`config.mk`:
```
export PLATFORM = sky130hd
export DESIGN_NAME = flash_cmd_ctrl
export DESIGN_NICKNAME = d
export VERILOG_FILES = /design/src/rtl/flash_cmd_ctrl.sv
export SDC_FILE = /design/constraint.sdc
export NUM_CORES = 1
export LEC_CHECK = 0
export CORE_ASPECT_RATIO = 1.5
export CORE_UTILIZATION = 42
export DETAILED_ROUTE_END_ITERATION = 10
export GPL_ROUTABILITY_DRIVEN = 0
export GPL_TIMING_DRIVEN = 1
export PLACE_DENSITY = 0.84
export SLEW_MARGIN = 20
export SYNTH_ARGS = -nofsm -noshare
export SYNTH_HDL_FRONTEND = slang
export SYNTH_SLANG_ARGS = --single-unit
```
`constraint.sdc`:
```
create_clock -name clk -period 4.1 [get_ports clk]
set_clock_uncertainty 0.1 [all_clocks]
set_input_delay 0.82 -clock clk [delete_from_list [all_inputs] [get_ports clk]]
set_output_delay 0.82 -clock clk [all_outputs]
set_load 0.05 [all_outputs]
```
`src/rtl/flash_cmd_ctrl.sv`:
```
module flash_cmd_ctrl #(
  parameter int AW         = 20,
  parameter int PGM_CYCLES = 8,
  parameter int ERS_CYCLES = 40,
  parameter int PAR_BITS   = 12,
  parameter int MAIN_BITS  = 15,
  parameter bit TOP_BOOT   = 1'b1
) (
  input  logic          clk,
  input  logic          rst_n,
  input  logic          vpp_ok,
  input  logic          bus_we,
  input  logic          bus_re,
  input  logic [AW-1:0] bus_addr,
  input  logic [15:0]   bus_wdata,
  output logic [15:0]   bus_rdata,
  output logic [AW-1:0] mem_addr,
  input  logic [15:0]   mem_rdata,
  output logic          mem_we,
  output logic [15:0]   mem_wdata,
  output logic          mem_ers,
  output logic [AW-1:0] mem_ers_first,
  output logic [AW-1:0] mem_ers_last
);

  localparam int MAXC = (PGM_CYCLES > ERS_CYCLES) ? PGM_CYCLES : ERS_CYCLES;
  localparam int CW   = $clog2(MAXC + 1);
  localparam logic [AW-1:0] PMASK = {{(AW-PAR_BITS){1'b0}}, {PAR_BITS{1'b1}}};
  localparam logic [AW-1:0] MMASK = {{(AW-MAIN_BITS){1'b0}}, {MAIN_BITS{1'b1}}};
  localparam logic [15:0] ID_MFR = 16'h002C;
  localparam logic [15:0] ID_DEV = TOP_BOOT ? 16'h4492 : 16'h4493;

  typedef enum logic [2:0] {OP_IDLE, OP_PGM, OP_PGM_SUSP, OP_ERS, OP_ERS_SUSP, OP_PGM_IN_ERS} op_t;
  typedef enum logic [1:0] {RM_ARRAY, RM_ID, RM_STATUS} rmode_t;
  typedef enum logic [1:0] {PH_NONE, PH_PGM, PH_ERS} phase_t;

  op_t           op_q;
  rmode_t        mode_q;
  phase_t        ph_q;
  logic [CW-1:0] pgm_cnt, ers_cnt;
  logic [AW-1:0] pgm_addr, ers_addr;
  logic [15:0]   pgm_data, rd_q;
  logic          e5, e4, e3, pgm_run_q;

  wire [7:0] cmd      = bus_wdata[7:0];
  wire       pgm_run  = (op_q == OP_PGM) || (op_q == OP_PGM_IN_ERS);
  wire       ers_run  = (op_q == OP_ERS);
  wire       busy     = pgm_run || ers_run;
  wire       sus_hit  = bus_we && ph_q == PH_NONE && (op_q == OP_PGM || op_q == OP_ERS) && cmd == 8'hB0;
  wire       pgm_done = pgm_run && pgm_cnt == CW'(1) && pgm_run_q && !sus_hit;
  wire       ers_done = ers_run && ers_cnt == CW'(1) && !sus_hit;
  wire [7:0] sr       = {~busy, (op_q == OP_ERS_SUSP) || (op_q == OP_PGM_IN_ERS), e5, e4, e3,
                         op_q == OP_PGM_SUSP, 2'b00};

  wire is_par = TOP_BOOT ? (&ers_addr[AW-1:MAIN_BITS]) : ~(|ers_addr[AW-1:MAIN_BITS]);
  wire [AW-1:0] ers_mask = is_par ? PMASK : MMASK;

  assign mem_addr      = pgm_run ? pgm_addr : bus_addr;
  assign mem_we        = pgm_done;
  assign mem_wdata     = mem_rdata & pgm_data;
  assign mem_ers       = ers_done;
  assign mem_ers_first = ers_addr & ~ers_mask;
  assign mem_ers_last  = ers_addr | ers_mask;
  assign bus_rdata     = (mode_q == RM_ARRAY) ? mem_rdata : rd_q;

  wire [15:0] id_val = (bus_addr == '0) ? ID_MFR :
                       (bus_addr == AW'(1)) ? ID_DEV : 16'h0000;

  always_ff @(posedge clk or negedge rst_n) begin
    if (!rst_n) rd_q <= '0;
    else if (bus_re) rd_q <= (mode_q == RM_STATUS) ? {8'h00, sr} : id_val;
  end

  always_ff @(posedge clk or negedge rst_n) begin
    if (!rst_n) begin
      op_q <= OP_IDLE;  mode_q <= RM_ARRAY;  ph_q <= PH_NONE;
      pgm_cnt <= '0;  ers_cnt <= '0;  pgm_addr <= '0;  ers_addr <= '0;
      pgm_data <= '0;  e5 <= 1'b0;  e4 <= 1'b0;  e3 <= 1'b0;  pgm_run_q <= 1'b0;
    end else begin
      pgm_run_q <= pgm_run;
      if (pgm_run && pgm_cnt > CW'(1)) pgm_cnt <= pgm_cnt - CW'(1);
      if (ers_run && ers_cnt > CW'(1)) ers_cnt <= ers_cnt - CW'(1);
      if (pgm_done) op_q <= (op_q == OP_PGM_IN_ERS) ? OP_ERS_SUSP : OP_IDLE;
      if (ers_done) op_q <= OP_IDLE;
      if (bus_we) begin
        unique case (ph_q)
          PH_PGM: begin
            ph_q   <= PH_NONE;
            mode_q <= RM_STATUS;
            if (vpp_ok) begin
              pgm_addr <= bus_addr;
              pgm_data <= bus_wdata;
              pgm_cnt  <= CW'(PGM_CYCLES);
              op_q     <= (op_q == OP_ERS_SUSP) ? OP_PGM_IN_ERS : OP_PGM;
            end else e3 <= 1'b1;
          end
          PH_ERS: begin
            ph_q   <= PH_NONE;
            mode_q <= RM_STATUS;
            if (cmd != 8'hD0) begin
              e5 <= 1'b1;
              e4 <= 1'b1;
            end else if (vpp_ok) begin
              ers_addr <= bus_addr;
              ers_cnt  <= CW'(ERS_CYCLES);
              op_q     <= OP_ERS;
            end else e3 <= 1'b1;
          end
          default: begin
            case (op_q)
              OP_IDLE: begin
                case (cmd)
                  8'hFF: mode_q <= RM_ARRAY;
                  8'h90: mode_q <= RM_ID;
                  8'h70: mode_q <= RM_STATUS;
                  8'h50: begin
                    e5 <= 1'b0;  e4 <= 1'b0;  e3 <= 1'b0;
                    mode_q <= RM_ARRAY;
                  end
                  8'h10, 8'h40: begin ph_q <= PH_PGM; mode_q <= RM_STATUS; end
                  8'h20: begin ph_q <= PH_ERS; mode_q <= RM_STATUS; end
                  default: ;
                endcase
              end
              OP_PGM: if (cmd == 8'hB0) begin op_q <= OP_PGM_SUSP; mode_q <= RM_STATUS; end
              OP_ERS: if (cmd == 8'hB0) begin op_q <= OP_ERS_SUSP; mode_q <= RM_STATUS; end
              OP_PGM_SUSP: begin
                case (cmd)
                  8'hFF: mode_q <= RM_ARRAY;
                  8'h70: mode_q <= RM_STATUS;
                  8'hD0: begin op_q <= OP_PGM; mode_q <= RM_STATUS; end
                  default: ;
                endcase
              end
              OP_ERS_SUSP: begin
                case (cmd)
                  8'hFF: mode_q <= RM_ARRAY;
                  8'h70: mode_q <= RM_STATUS;
                  8'hD0: begin op_q <= OP_ERS; mode_q <= RM_STATUS; end
                  8'h10, 8'h40: begin ph_q <= PH_PGM; mode_q <= RM_STATUS; end
                  default: ;
                endcase
              end
              default: ;
            endcase
          end
        endcase
      end
    end
  end

  a_r8_suspend_ready: assert property (@(posedge clk) disable iff (!rst_n)
    sus_hit |=> (sr[7] && (sr[6] || sr[2])));

  a_r7_busy_ignores: assert property (@(posedge clk) disable iff (!rst_n)
    (busy && bus_we && ph_q == PH_NONE && !sus_hit) |=> ($stable(mode_q) && $stable({e5, e4, e3})));

  a_r10_clear_flags: assert property (@(posedge clk) disable iff (!rst_n)
    (bus_we && ph_q == PH_NONE && op_q == OP_IDLE && cmd == 8'h50) |=> (!e5 && !e4 && !e3 && mode_q == RM_ARRAY));

  a_r6_error_sticky: assert property (@(posedge clk) disable iff (!rst_n)
    (e5 && !(bus_we && ph_q == PH_NONE && op_q == OP_IDLE && cmd == 8'h50)) |=> e5);

  a_r5_block_span: assert property (@(posedge clk) disable iff (!rst_n)
    mem_ers |-> ((mem_ers_last - mem_ers_first) == PMASK || (mem_ers_last - mem_ers_first) == MMASK));

  a_r9_single_commit: assert property (@(posedge clk) disable iff (!rst_n)
    !(mem_we && mem_ers));

  a_r4_commit_after_run: assert property (@(posedge clk) disable iff (!rst_n)
    mem_we |=> !sr[2] && $past(pgm_run_q));

endmodule

```
# Word level (Yosys, flattened, before mapping)
# Cells that the tools add are included.
totals:
  output_inout_bits: 94
  wordCells: 137
  input_bits: 57
  ff_bits: 94
classes:
  reduce_logical: 39
  bitwise: 7
  n_lt_le_gt_ge: 2
  n_addsub: 2
  n_mux: 46
  eq_ne: 29
ops:
  columns: ["operator", "n"]
  rows:
  - ["15-bit two-way mux", 4]
  - ["6-bit two-way mux", 9]
  - ["3-bit two-way mux", 12]
  - ["8-bit equality test, second input constant", 4]
  - ["8-bit by 7-bit equality test with 1-bit output, second input constant", 3]
  - ["20-bit AND", 1]
  - ["20-bit by 1-bit equality test with 1-bit output, second input constant", 1]
  - ["20-bit logical NOT", 1]
  - ["20-bit two-way mux", 1]
  - ["15-bit NOT with 20-bit output", 1]
  - ["20-bit by 15-bit bitwise OR with 20-bit output", 1]
  - ["16-bit AND", 1]
  - ["16-bit two-way mux", 1]
  - ["2-bit case mux with 2 select lines", 4]
  - ["6-bit by 1-bit equality test with 1-bit output, second input constant", 2]
  - ["6-bit by 1-bit greater-than comparator with 1-bit output, second input constant", 2]
  - ["4-bit by 3-bit inequality test with 1-bit output, second input constant", 3]
  - ["3-bit case mux with 4 select lines", 1]
  - ["4-bit AND reduction", 3]
  - ["6-bit by 1-bit subtractor with 6-bit output, second input constant", 2]
  - ["1-bit logical AND", 10]
  - ["5-bit AND reduction", 2]
  - ["2-bit OR reduction", 5]
  - ["3-bit nonzero test", 3]
  - ["28 further kinds", 48]

# Logic depth before layout (Yosys ltp)
depth:
  word_depth: 12
  ltp_mapped: 9
  ltp_nobuf: 8

# Worst setup path before layout
# OpenSTA, ideal clock, no wires.
synth_path:
  path_kind: "in2out"
  startpoint: "in bus_wdata[7]"
  endpoint: "out mem_ers"
  arrival_ns: 2.425
  n_path_buf: 1
  required_ns: 3.180
  path_slack_ns: 0.755
  cell_stages: 4
  cell_sequence: "clkbuf_1 nand4_1 nor2_1 nor3_1"
synth_between:
  elab_chain_len: 4
synth_rtl:
  columns: ["element", "line", "source"]
  rows:
  - ["start, declared", "15", "input logic [15:0] bus_wdata,"]
  - ["8-bit equality test", "49", "wire sus_hit = bus_we && ph_q == PH_NONE && (op_q == OP_PGM || op_q == OP_ERS) && cmd == 8'hB0;"]
  - ["1-bit logical AND", "49", null]
  - ["1-bit logical NOT", "51", "wire ers_done = ers_run && ers_cnt == CW'(1) && !sus_hit;"]
  - ["1-bit logical AND", "51", null]
  - ["end, declared", "21", "output logic mem_ers,"]
# Every way passes these cells.

# Worst setup path after layout
layout_path:
  startpoint: "in bus_wdata[6]"
  endpoint: "out mem_ers"
# Same word-level chain as after synthesis.

==> results.md <==
- Status: finished, final reports clean
- Overall power: 2850 uW
- Synth area leader: dfrtp_1
- Setup bufs post-CTS: 0
- Die area: 11000 sq um
- Clk buf depth: 2
- IO buf count: 126
- Fin. Hold Viols: 0
- Clock slew at reported path FFs: 0.05 ns
- First-pass GRT wire length: 18700 um
- Initial antenna violation count: 0
- Sequential share of the synthesized area: 41.2%
- Slowest stage delay, CP: 0.73 ns
- Starting DRC count in detailed routing: 317
- CTS tree: yes
- # fillers: 878
- CTS buffer count: 9
- # IOs: 151
- Yosys warnings: 0
- Die Wd: 85.9 um
- Worst-Margin Slew: 0.912 ns
- Lkg Pwr: 0.00279 uW
- Synth-to-Final Area Change: 34.4%
- Period utilization: 87.3%
- Clock power share: 28.5%
- Synthesized area per cell: 7.78 sq um
- Setup TNS: 0 ns
- Flops & latches, synth: 73
- Worst path cell trace: clkdlybuf4s50_1 -> nor2b_1 -> nand4_1 -> nor2_1 -> nor3_1 -> buf_12
- WP buf/inv: 2
- DRT antenna net count: 0
- Die H: 128 um
- Drt total wl: 11800 um
- Achievable clock frequency: 279 MHz
- First-pass DRT Iterations: 5
- Rel. slew slack: 39.2%
- Post-Syn Instances: 570
- Nets: 739
- # diodes: 0
- Logic gate share of total power: 39.3%
- Worst vdd ir: 0.237 mV
- Dominant synthesized flop cell: dfrtp_1
- Placed Area: 5650 sq um
- Cts hold-fix bufs: 0
- Slew Viols, Final: 0
- Worst setup EP type: output pin
- Post-layout min period: 3.58 ns
- Most frequent cells after synthesis: nand2_1, dfrtp_1, buf_4
- Slowest CP cell: clkdlybuf4s50_1
- P_int: 1770 uW
- CP startpoint kind: primary input
- H-tree lvl count: 3
- Vias/cell: 5.15
- Delay-heaviest family, CP: buffers and inverters
- Maximum fanout along the worst path: 14
- Endpoints failing setup: 0
- Hold Path Class: reg2reg
- Post-synth EDFFs: 0
- GR Overflow Total: 0
- Net switching power: 1080 uW
- Pin count of the biggest net entering global routing: 74
- Routed wire per std cell: 14.4 um
- Switching Fraction: 37.8%
- Mapped cell area: 4430 sq um
- Worst path required time: 3.18 ns
- Site Rows: 45
- Reg power frac: 32.1%
- Share of layout cells above drive strength 1: 5.59%
- # DRC: 0
- Clk_lat worst skew: 0.33 ns
- Pre-CTS WS: 0.572 ns
- Core ar.: 10200 sq um
- GRT Util Overall: 21.5%
- Vias in the first global route: 3888
- CTS sink cnt: 73
- RSZ-0062 raised after global routing: no
- Top cells by area, synth: dfrtp_1, nand2_1, buf_4, and2_1, nor2_1
- Root buf cell: clkbuf_16
- Area fraction of the dominant cell type after synthesis: 41.2%
- Crit path arrival time: 2.66 ns
- Vias: 4230
- Count of cell types in the netlist: 54
- Effective utilization at floorplan: 43.5%
- Crit Path Class: in2out
- PostCTS Resize Cnt: 0
- Final worst slack: 0.521 ns
- MaxCap Viol Count: 0
- Power per cell area: 477 nW/um^2
- Top-count cell post-synth: nand2_1
- Cell area after layout: 5960 sq um
- DP Wirelength: 8460 um
- Async set-reset flop share out of synthesis: 100%
==> sequential cells by signal, summed over array words and instances (netlist names) <==
name       count
pgm_addr      20
ers_cnt        6
e4             1
ph_q           2
mode_q         2
ers_addr       8
pgm_data      16
pgm_run_q      1
rd_q           7
pgm_cnt        6
e3             1
op_q           3
==> cell type report <==
cell class / instances / area [sq um] / share of cell area (%)
well taps: 141 / 176 / 2.96
multi-input cells: 443 / 2270 / 38.2
clock inverters: 3 / 65.1 / 1.09
flip-flops and latches: 73 / 1830 / 30.7
clock buffers: 13 / 240 / 4.03
repair buffers: 134 / 1320 / 22.2
inverters: 14 / 52.6 / 0.882
==> path summary, 6_finish.rpt <==
path | start | end | slack, ns | cells after the start
setup / recovery | bus_wdata[6] | mem_ers | 0.52 | 6
hold / removal | pgm_data[10]$_DFFE_PN0P_ | pgm_data[10]$_DFFE_PN0P_ | 0.37 | 2
setup reg to reg | ers_cnt[0]$_DFF_PN0_ | ers_cnt[5]$_DFF_PN0_ | 1.75 | 8
hold reg to reg | pgm_data[10]$_DFFE_PN0P_ | pgm_data[10]$_DFFE_PN0P_ | 0.37 | 2
max in group asynchronous | rst_n | pgm_data[0]$_DFFE_PN0P_ | 2.78 | 1
min in group asynchronous | rst_n | pgm_addr[4]$_DFFE_PN0P_ | 0.52 | 1
==> worst min-delay path, stage by stage (launching register included) <==
cell     delay, ns
dfrtp_1       0.33
nand2_1       0.05
nand2_1       0.06
==> power by group through the flow <==
stage               sequential [uW]  combinational (uW)  clock [uW]
finish                          914                1120         812
global route                    926                1200         852
CTS                             910                1120         827
detailed placement              920                1110           0
global placement                914                1080           0
floorplan                       889                 800           0
==> routing by layer <==
| metal | vias up | global-route usage [%] | part of all wire, % |
|---|---|---|---|
| met5 | - | 0 | 0 |
| met2 | 168 | 38.7 | 54 |
| met1 | 2025 | 25.6 | 39 |
| met3 | 25 | 2.51 | 4.4 |
| met4 | 0 | 9.02 | 2.6 |
| li1 | 2012 | - | - |
==> cell families (layout without fill, tap and decap cells) <==
kind of cell	Yosys count	in the layout	share of synthesized area, %
buffers and inverters	76	164	9.34
muxes	9	9	2.34
AOI/OAI and AO/OA	56	56	7.99
adders and majority gates	7	7	1.98
other	2	24	0.169
DFF	73	73	41.2
xor gates and xnor gates	14	14	2.77
and+or+nand+nor	333	333	34.2
==> cell usage in the layout (no fill, tap or decap), types with 9 or more instances in the layout <==
cell,count
buf_4,11
nand2_1,206
and2_1,26
inv_1,14
clkbuf_16,9
nor2_1,33
clkdlybuf4s50_1,122
conb_1,24
o21ai_0,12
dfrtp_1,73
a21oi_1,16
==> stage by stage <==
step           instances  util [%]  hold WS [ns]
2_1_floorplan        592         -         0.337
3_3_place_gp         805      55.5         0.350
3_5_place_dp         805      55.5         0.360
4_1_cts              821      58.5         0.370
5_1_grt              821      58.5         0.396
6_report             821      58.5         0.370
No activity file was read; power rests on OpenSTA's default activity.
